<file path="src/rtl/qpc_pkg.sv">
package qpc_pkg;

    localparam int INT_W        = 13;
    localparam int INT_DONE_BIT = 0;
    localparam int INT_ERR_BIT  = 1;
    localparam int PAGE_LSB     = 8;
    localparam int MODE_ADDR    = 32'h217C;

    localparam logic [7:0] OFS_SQ_LO   = 8'h00;
    localparam logic [7:0] OFS_SQ_HI   = 8'h04;
    localparam logic [7:0] OFS_SQ_DEP  = 8'h08;
    localparam logic [7:0] OFS_SQ_TAIL = 8'h0C;
    localparam logic [7:0] OFS_CQ_LO   = 8'h10;
    localparam logic [7:0] OFS_CQ_HI   = 8'h14;
    localparam logic [7:0] OFS_CQ_DEP  = 8'h18;
    localparam logic [7:0] OFS_CQ_HEAD = 8'h1C;
    localparam logic [7:0] OFS_CTRL_A  = 8'h20;
    localparam logic [7:0] OFS_CTRL_B  = 8'h24;
    localparam logic [7:0] OFS_STATE   = 8'h30;
    localparam logic [7:0] OFS_INT_STS = 8'h40;
    localparam logic [7:0] OFS_INT_MSK = 8'h44;

    localparam int CTRL_EN_BIT    = 0;
    localparam int CTRL_PAUSE_BIT = 4;
    localparam int CTRL_RST_BIT   = 0;

    typedef enum logic [3:0] {
        ST_IDLE    = 4'd0,
        ST_RUN     = 4'd1,
        ST_CPL     = 4'd2,
        ST_PAUSE   = 4'd3,
        ST_HALT    = 4'd4,
        ST_ABORT   = 4'd5,
        ST_WAIT    = 4'd6,
        ST_BUFFCLR = 4'd7
    } ch_state_e;

endpackage

</file>
<file path="src/rtl/qpc_decode.sv">
module qpc_decode
    import qpc_pkg::*;
#(
    parameter int NUM_CH = 4,
    parameter int ADDR_W = 14,
    parameter int CH_W   = 2
) (
    input  logic              bus_valid,
    input  logic              bus_write,
    input  logic [ADDR_W-1:0] bus_addr,
    output logic [NUM_CH-1:0] ch_wr,
    output logic [7:0]        ofs,
    output logic [CH_W-1:0]   ch_sel,
    output logic              ch_hit,
    output logic              mode_hit,
    output logic              mode_wr
);
    localparam int PAGE_W = ADDR_W - PAGE_LSB;

    logic [PAGE_W-1:0] page;

    always_comb begin
        page     = bus_addr[ADDR_W-1:PAGE_LSB];
        ofs      = bus_addr[PAGE_LSB-1:0];
        ch_hit   = (32'(page) < NUM_CH);
        ch_sel   = CH_W'(page);
        mode_hit = (32'(bus_addr) == MODE_ADDR);
        mode_wr  = bus_valid && bus_write && mode_hit;
        for (int i = 0; i < NUM_CH; i++) begin
            ch_wr[i] = bus_valid && bus_write && ch_hit && (32'(page) == i);
        end
    end

endmodule

</file>
<file path="src/rtl/qpc_chan.sv">
module qpc_chan
    import qpc_pkg::*;
#(
    parameter int PTR_W = 10
) (
    input  logic             clk,
    input  logic             rst_n,
    input  logic             wr_en,
    input  logic [7:0]       ofs,
    input  logic [31:0]      wdata,
    input  logic             eng_done,
    input  logic             eng_err,
    output logic [31:0]      rd_word,
    output logic             busy,
    output logic [PTR_W-1:0] sq_head,
    output logic             irq,
    output logic [3:0]       st_o,
    output logic             pause_o,
    output logic             rstp_o,
    output logic             msk0_o
);

    typedef struct packed {
        logic [31:0]      sq_lo;
        logic [31:0]      sq_hi;
        logic [31:0]      cq_lo;
        logic [31:0]      cq_hi;
        logic [PTR_W-1:0] sq_dep;
        logic [PTR_W-1:0] sq_tail;
        logic [PTR_W-1:0] sq_head;
        logic [PTR_W-1:0] cq_dep;
        logic [PTR_W-1:0] cq_head;
        logic             en;
        logic             pause;
        logic             rst_pulse;
        ch_state_e        state;
        logic [INT_W-1:0] sts;
        logic [INT_W-1:0] msk;
    } ch_regs_t;

    ch_regs_t         q, d;
    logic [PTR_W-1:0] head_nxt;

    always_comb begin
        d        = q;
        head_nxt = (q.sq_head == q.sq_dep) ? '0 : q.sq_head + 1'b1;

        d.rst_pulse = 1'b0;

        // register writes from the bus
        if (wr_en) begin
            case (ofs)
                OFS_SQ_LO:   d.sq_lo   = wdata;
                OFS_SQ_HI:   d.sq_hi   = wdata;
                OFS_CQ_LO:   d.cq_lo   = wdata;
                OFS_CQ_HI:   d.cq_hi   = wdata;
                OFS_SQ_DEP:  d.sq_dep  = wdata[PTR_W-1:0];
                OFS_SQ_TAIL: d.sq_tail = wdata[PTR_W-1:0];
                OFS_CQ_DEP:  d.cq_dep  = wdata[PTR_W-1:0];
                OFS_CQ_HEAD: d.cq_head = wdata[PTR_W-1:0];
                OFS_CTRL_A: begin
                    d.en    = wdata[CTRL_EN_BIT];
                    d.pause = wdata[CTRL_PAUSE_BIT];
                end
                OFS_CTRL_B:  d.rst_pulse = wdata[CTRL_RST_BIT];
                OFS_INT_STS: d.sts = q.sts & ~wdata[INT_W-1:0];
                OFS_INT_MSK: d.msk = wdata[INT_W-1:0];
                default: ;
            endcase
        end

        // channel state machine; hardware status set wins over clear
        case (q.state)
            ST_IDLE: begin
                if (q.en && !q.pause && (q.sq_tail != q.sq_head)) begin
                    d.state = ST_RUN;
                end
            end
            ST_RUN: begin
                if (eng_err) begin
                    d.state            = ST_ABORT;
                    d.sts[INT_ERR_BIT] = 1'b1;
                end else if (eng_done) begin
                    d.sq_head           = head_nxt;
                    d.sts[INT_DONE_BIT] = 1'b1;
                    if (q.pause) begin
                        d.state = ST_PAUSE;
                    end else if (!q.en || (head_nxt == q.sq_tail)) begin
                        d.state = ST_IDLE;
                    end
                end
            end
            ST_PAUSE: begin
                if (!q.pause) begin
                    d.state = ST_IDLE;
                end
            end
            ST_ABORT: ;
            default:  d.state = ST_IDLE;
        endcase

        // self-clearing channel reset, applied one cycle after the write
        if (q.rst_pulse) begin
            d.sq_tail = '0;
            d.cq_head = '0;
            d.sq_head = '0;
            d.state   = ST_IDLE;
        end
    end

    always_ff @(posedge clk or negedge rst_n) begin
        if (!rst_n) begin
            q       <= '0;
            q.state <= ST_IDLE;
            q.msk   <= '1;
        end else begin
            q <= d;
        end
    end

    always_comb begin
        case (ofs)
            OFS_SQ_LO:   rd_word = q.sq_lo;
            OFS_SQ_HI:   rd_word = q.sq_hi;
            OFS_CQ_LO:   rd_word = q.cq_lo;
            OFS_CQ_HI:   rd_word = q.cq_hi;
            OFS_SQ_DEP:  rd_word = 32'(q.sq_dep);
            OFS_SQ_TAIL: rd_word = 32'(q.sq_tail);
            OFS_CQ_DEP:  rd_word = 32'(q.cq_dep);
            OFS_CQ_HEAD: rd_word = 32'(q.cq_head);
            OFS_CTRL_A:  rd_word = 32'({q.pause, 3'b000, q.en});
            OFS_CTRL_B:  rd_word = 32'(q.rst_pulse);
            OFS_STATE:   rd_word = 32'(q.state);
            OFS_INT_STS: rd_word = 32'(q.sts);
            OFS_INT_MSK: rd_word = 32'(q.msk);
            default:     rd_word = '0;
        endcase
    end

    assign busy    = (q.state == ST_RUN);
    assign sq_head = q.sq_head;
    assign irq     = |(q.sts & ~q.msk);
    assign st_o    = q.state;
    assign pause_o = q.pause;
    assign rstp_o  = q.rst_pulse;
    assign msk0_o  = q.msk[INT_DONE_BIT];

endmodule

</file>
<file path="src/rtl/qpc_regs.sv">
module qpc_regs
    import qpc_pkg::*;
#(
    parameter int NUM_CH = 4,
    parameter int PTR_W  = 10,
    parameter int ADDR_W = 14
) (
    input  logic                    clk,
    input  logic                    rst_n,
    input  logic                    bus_valid,
    input  logic                    bus_write,
    input  logic [ADDR_W-1:0]       bus_addr,
    input  logic [31:0]             bus_wdata,
    output logic [31:0]             bus_rdata,
    output logic                    bus_rvalid,
    input  logic [NUM_CH-1:0]       eng_done,
    input  logic [NUM_CH-1:0]       eng_err,
    output logic [NUM_CH-1:0]       ch_busy,
    output logic [NUM_CH*PTR_W-1:0] ch_sq_head,
    output logic [NUM_CH-1:0]       irq,
    output logic                    mode_rc
);
    localparam int CH_W = (NUM_CH > 1) ? $clog2(NUM_CH) : 1;

    typedef struct packed {
        logic [31:0] rdata;
        logic        rvalid;
        logic        mode;
    } top_regs_t;

    logic [NUM_CH-1:0]   ch_wr;
    logic [7:0]          ofs;
    logic [CH_W-1:0]     ch_sel;
    logic                ch_hit;
    logic                mode_hit;
    logic                mode_wr;
    logic [31:0]         rd_word [NUM_CH];
    logic [NUM_CH*4-1:0] st_vec;
    logic [NUM_CH-1:0]   pause_vec;
    logic [NUM_CH-1:0]   rstp_vec;
    logic [NUM_CH-1:0]   msk0_vec;

    top_regs_t q, d;

    qpc_decode #(
        .NUM_CH (NUM_CH),
        .ADDR_W (ADDR_W),
        .CH_W   (CH_W)
    ) u_decode (
        .bus_valid (bus_valid),
        .bus_write (bus_write),
        .bus_addr  (bus_addr),
        .ch_wr     (ch_wr),
        .ofs       (ofs),
        .ch_sel    (ch_sel),
        .ch_hit    (ch_hit),
        .mode_hit  (mode_hit),
        .mode_wr   (mode_wr)
    );

    for (genvar g = 0; g < NUM_CH; g++) begin : g_ch
        qpc_chan #(
            .PTR_W (PTR_W)
        ) u_chan (
            .clk      (clk),
            .rst_n    (rst_n),
            .wr_en    (ch_wr[g]),
            .ofs      (ofs),
            .wdata    (bus_wdata),
            .eng_done (eng_done[g]),
            .eng_err  (eng_err[g]),
            .rd_word  (rd_word[g]),
            .busy     (ch_busy[g]),
            .sq_head  (ch_sq_head[g*PTR_W +: PTR_W]),
            .irq      (irq[g]),
            .st_o     (st_vec[g*4 +: 4]),
            .pause_o  (pause_vec[g]),
            .rstp_o   (rstp_vec[g]),
            .msk0_o   (msk0_vec[g])
        );
    end

    always_comb begin
        d        = q;
        d.rvalid = bus_valid && !bus_write;
        if (bus_valid && !bus_write) begin
            if (mode_hit) begin
                d.rdata = 32'(q.mode);
            end else if (ch_hit) begin
                d.rdata = rd_word[ch_sel];
            end else begin
                d.rdata = '0;
            end
        end
        if (mode_wr) begin
            d.mode = bus_wdata[0];
        end
    end

    always_ff @(posedge clk or negedge rst_n) begin
        if (!rst_n) begin
            q <= '0;
        end else begin
            q <= d;
        end
    end

    assign bus_rdata  = q.rdata;
    assign bus_rvalid = q.rvalid;
    assign mode_rc    = q.mode;

endmodule

</file>
<file path="config.mk">
export PLATFORM = sky130hd
export DESIGN_NAME = qpc_regs
export DESIGN_NICKNAME = d
export VERILOG_FILES = /design/src/rtl/qpc_pkg.sv /design/src/rtl/qpc_decode.sv /design/src/rtl/qpc_chan.sv /design/src/rtl/qpc_regs.sv
export SDC_FILE = /design/constraint.sdc
export NUM_CORES = 2
export LEC_CHECK = 0
export CAP_MARGIN = 30
export CORE_MARGIN = 10
export CORE_UTILIZATION = 60
export CTS_CLUSTER_DIAMETER = 60
export DETAILED_ROUTE_END_ITERATION = 7
export PLACE_DENSITY = 0.78
export SETUP_SLACK_MARGIN = 0.02
export SYNTH_ARGS = -nofsm -noshare
export SYNTH_HDL_FRONTEND = slang
export SYNTH_SLANG_ARGS = --single-unit
</file>
<file path="constraint.sdc">
create_clock -name clk -period 3 [get_ports clk]
set_input_delay 0.75 -clock clk [delete_from_list [all_inputs] [get_ports clk]]
set_output_delay 0.75 -clock clk [all_outputs]
set_load 0.02 [all_outputs]
</file>
After elaboration in Yosys (flattened, before gate mapping)
Cells that the tools add are included.
- add/sub/neg operators: 4
- magnitude comparators: 2
- equal/unequal tests: 64
- muxes and demuxes: 108
- bitwise gates (word level): 14
- reduce and logical (&&, ||, !) cells: 111
- operators by type and width (cell ; count):
    $pmux W32 S13 ; 4
    $mux W10 ; 26
    $mux W32 ; 4
    $mux W4 ; 28
    $and A13 B13 Y13 ; 8
    $mux W13 ; 8
    $reduce_and A2 Y1 ; 44
    $eq A10 B10 Y1 ; 8
    $mux W20 ; 4
    $not A13 Y13 ; 5
    $bmux W32 S2 ; 1
    $pmux W4 S4 ; 4
    $mux W15 ; 4
    $reduce_or A13 Y1 ; 4
    $add A10 B1 Y10 const B ; 4
    $ne A10 B10 Y1 ; 4
    $reduce_bool A2 Y1 ; 20
    $eq A8 B5 Y1 const B ; 4
    $eq A8 B6 Y1 const B ; 3
    $mux W2 ; 12
    $ne A5 B5 Y1 const B ; 4
    $reduce_and A5 Y1 ; 4
    $eq A4 B1 Y1 const B ; 4
    $eq A4 B2 Y1 const B ; 4
    22 further kinds ; 88
- register bits: 878
- output and inout port bits: 82
- logic and storage cells: 370

Logic depth before layout (Yosys ltp)
- depth in word-level cells: 10
- mapped depth: 12

Modules after synthesis
From an unflattened synthesis, not the netlist that was laid out.
- cell total of the unflattened synthesis: 3627
- area, all modules: 42354.4 µm²
- modules (own cells, without submodules) (module ; instances ; cells each ; area each (µm²) ; sequential area each (µm²)):
    qpc_chan at g_ch[0].u_chan ... ; 3 ; 870 ; 10017.1 ; 5271.3
    qpc_chan at g_ch[3].u_chan ; 1 ; 873 ; 10095.9 ; 5271.3
    qpc_regs ; 1 ; 119 ; 2018.2 ; 850.8
    qpc_decode ; 1 ; 25 ; 188.9 ; 0.0

Least setup slack after synthesis
Ideal clock, no wire load.
- path type: input to register
- start point: in bus_addr[12]
- end point: reg g_ch[1].u_chan.q[100] (netlist name)
- library setup time: 0.125 ns
- arrival: 2.961 ns
- setup slack: -0.086 ns
- stages on the path: 8
- buffers on the path: 3
- cell sequence: or4_1 > clkbuf_1 > nor2_1 > nand2_1 > clkbuf_1 > nor2_1 > buf_2 > mux2_2
- cells in the longest elaborated chain, start to end: 4
- ends and longest elaborated chain (what ; line ; text):
    start, declared ; qpc_regs.sv:12 ; input logic [ADDR_W-1:0] bus_addr,
    $lt A6 B3 Y1 ; qpc_decode.sv:25 ; ch_hit = (32'(page) < NUM_CH);
    $logic_and A1 B1 Y1 ; qpc_decode.sv:30 ; ch_wr[i] = bus_valid && bus_write && ch_hit && (32'(page) == i);
    $logic_and A1 B1 Y1 * ; qpc_decode.sv:30 ;
    $reduce_and A2 Y1 (no source line) * ; -- ;
    end, declared ; qpc_chan.sv:41 ; ch_regs_t q, d;
Mark *: on every way between the ends. The rest lies on a longest branch, timed or not.
A chain may end at the register's enable or synchronous reset.

Final worst setup path
- start point: reg g_ch[2].u_chan.q[4] (netlist name)
- end point: out irq[2]
- cells in the longest elaborated chain, start to end: 3
- ends and longest elaborated chain (what ; line ; text):
    start, declared ; qpc_chan.sv:41 ;
    $not A13 Y13 ; qpc_chan.sv:142 ; assign irq = |(q.sts & ~q.msk);
    $and A13 B13 Y13 ; qpc_chan.sv:142 ;
    $reduce_or A13 Y1 ; qpc_chan.sv:142 ;
    end, declared ; qpc_regs.sv:20 ; output logic [NUM_CH-1:0] irq,
Every way passes these cells.

==> results by group <==
STA
  – Fin crit period: 2.97 ns
  – Final setup fails: 0
  – Final period util: 99.1%
  – Worst-Margin Slew: 0.931 ns
  – Setup Skew: 0.0158 ns
  – Setup_tns: 0 ns
  – Max Slew Vio Count: 0
  – Hold Violations, Final: 0
  – RSZ-0062 raised after global routing: false
  – Worst slew margin: 37.7%
  – Peak Freq: 337 MHz

Placement
  – Port bufs: 139
  – Placed cell areas: 46700 um2
  – Routability cong.: 0.974
  – HPWL after DPL: 87.6 mm

Setup path
  – Req. time, crit path: 2.25 ns
  – R2R cell count: 8
  – FF-to-FF Start: g_ch[1].u_chan.sq_head[3]
  – CP Capture Type: primary output
  – Reg2reg setup slack: 0.30 ns
  – WS Path Type: flop to primary output
  – Worst Path Arrival: 2.22 ns
  – Crit-path max FO: 3
  – Critical R2R Capture: g_ch[1].u_chan.st_o[0]
  – Worst setup SP type: flop

CTS
  – CTS tree: done
  – CTS Root Cell: clkbuf_16
  – CTS Buf Count: 90
  – H-tree Lvls: 3
  – Clk sinks: 874
  – Worst-Skew Late Latency: 0.66 ns
  – Max clock buf depth: 3
  – Hold_buf cts: 0
  – CTS clk-pin slew, worst paths: 0.06 ns

Yosys
  – Post-Syn Area: 41800 um2
  – Ys Warns: 0
  – Synth async-reset ratio: 100%
  – EDFF count, synth: 0
  – Post-Syn Instances: 3680
  – Seq/Total Area, Yosys: 52.5%
  – Post-synthesis cell type count: 80
  – Mapped Nets: 3742
  – Yosys reg bits: 874
  – Mean Syn Cell Area: 11.4 um2
  – Top FF cell, synth: dfrtp_1

Floorplanning
  – Starting Density: 60.7%
  – I/O pins: 140
  – Cell row count: 96
  – Die X: 284 um
  – Die area: 80600 um2
  – Core area: 68800 um2
  – Die span in y: 284 um

Final layout
  – Commonest non-fill, non-tap cell in the layout: dfrtp_1
  – Layout area overhead: 19.8%
  – Fillers: 4581
  – Layout cells sized above 1: 32.4%
  – Most frequent cells in the layout: dfrtp_1, mux2_2, nand2_1, buf_4, a22oi_1
  – Cell area after layout: 50100 um2
  – Final core utilization: 72.7%
  – Nets@finish: 3977

Global route
  – Gr usage total: 32.9%
  – Number of global-route vias before repair: 33800
  – Initial antenna violation count: 7
  – Largest net degree at the start of global routing: 100
  – First-pass GRT wire length: 207 mm
  – Total gr overflow: 0

Worst hold path
  – Hold crit path type: input pin to asynchronous set/reset pin

Drt
  – Antenna-violating nets left: 0
  – Vias per cell: 6.77
  – Avg WL per Cell: 27.4 um
  – Iter 0 DRT Violations: 3792
  – Drc violations: 0
  – Router iterations before antenna repair: 8
  – Routed via count: 33300
  – Routed WL: 135 mm

Run
  – Max-Cap Viols: 0

Pwr
  – Pleak: 0.0232 uW
  – Total power: 27400 uW
  – VDD IR max: 0.474 mV
  – PwrDens: 548 nW/um2

Run status
  – Status: finished, final reports clean
per-stage QoR:
step	hold slack [ns]	worst slack, ns	std cells
2_1_floorplan	0.454	-0.0527	3680
3_3_place_gp	0.474	-0.668	4751
3_5_place_dp	0.482	-0.715	4751
4_1_cts	0.00689	-0.0276	4918
5_1_grt	0.0140	0.0173	4920
6_report	0.00286	0.0283	4921
layer usage:
metal  part of all wire [%]  vias up  GRT usage, %
li1                       -    13900             -
met4                    5.4       12          16.4
met2                     45     2105          50.1
met1                     38    16700          43.0
met5                  0.053        -             0
met3                     11      512          8.78
state kept, by name, summed over array words and instances (netlist names):
signal,cells
g_ch.u_chan.q,776
bus_rdata,32
g_ch.u_chan.sq_head,40
mode_rc,1
g_ch.u_chan.st_o,12
g_ch.u_chan.msk0_o,4
bus_rvalid,1
g_ch.u_chan.rstp_o,4
g_ch.u_chan.pause_o,4
cell type report:
class                           count  area (um2)  share of cell area, %
Multi-Input combinational cell   2377       18300                   36.6
Timing Repair Buffer              510        5240                   10.5
Clock buffer                      140        2720                   5.44
Clock inverter                     26         420                  0.840
Sequential cell                   874       21900                   43.8
Tap cell                          931        1160                   2.33
Antenna cell                        1        2.50                0.00500
Inverter                           62         233                  0.465
synthesized netlist by cell type, types with 53 or more instances:
cell type  count  area [um2]
nand2_1      325        1220
a22oi_1      272        2040
clkbuf_1     209         785
inv_1         60         225
a22o_1        60         526
dfrtp_1      822       20600
a21oi_1      157         786
buf_2         57         285
mux2_2       649        7310
nand3_1      114         571
nor2_1       112         420
xnor2_1       70         613
o21ai_0      111         556
buf_1         53         199
how the worst max path moves through the flow:
stage                         from                    to  slack [ns]  cells past startpoint
2_1_floorplan          bus_addr[5]  g_ch[0].u_chan.q[73]       -0.05                      7
3_3_place_gp           bus_addr[2]          bus_rdata[5]       -0.67                     10
3_5_place_dp           bus_addr[2]          bus_rdata[5]       -0.71                     10
4_1_cts        g_ch[0].u_chan.q[7]                irq[0]       -0.03                      4
5_1_grt                bus_addr[7]          bus_rdata[0]        0.02                     11
6_report       g_ch[2].u_chan.q[4]                irq[2]        0.03                      4
repair_timing:
action | in CTS | in global routing
gates resized for setup | 24 | 26
pin swaps | 4 | 9
setup buffers | 1 | 2
setup endpoints to repair | 25 | 33
worst max-delay path, cell delays in order, from the launching register on:
cell,delay (ns)
dfstp_2,0.59
o22ai_1,0.10
nor4_1,0.30
o2111ai_2,0.24
clkdlybuf4s15_1,0.34
cells by family after synthesis:
logic type / count (synthesis) / share of synthesized area [%]
XOR/XNOR: 119 / 2.56
flip-flops: 874 / 52.5
buffers and inverters: 429 / 4.46
AO/OA/AOI/OAI: 837 / 14.0
AND/OR/NAND/NOR: 757 / 8.61
adder cells (fa/ha/maj): 4 / 0.120
multiplexers: 660 / 17.8
report_power, final:
group	switching, uW	total [uW]	internal [uW]	leakage, uW
Combinational	1920	3260	1330	0.00988
Sequential	343	12300	12000	0.0118
Clock	4790	11800	7050	0.00154
Total	7060	27400	20400	0.0232
Note: power is estimated with default switching activity, not from simulation.
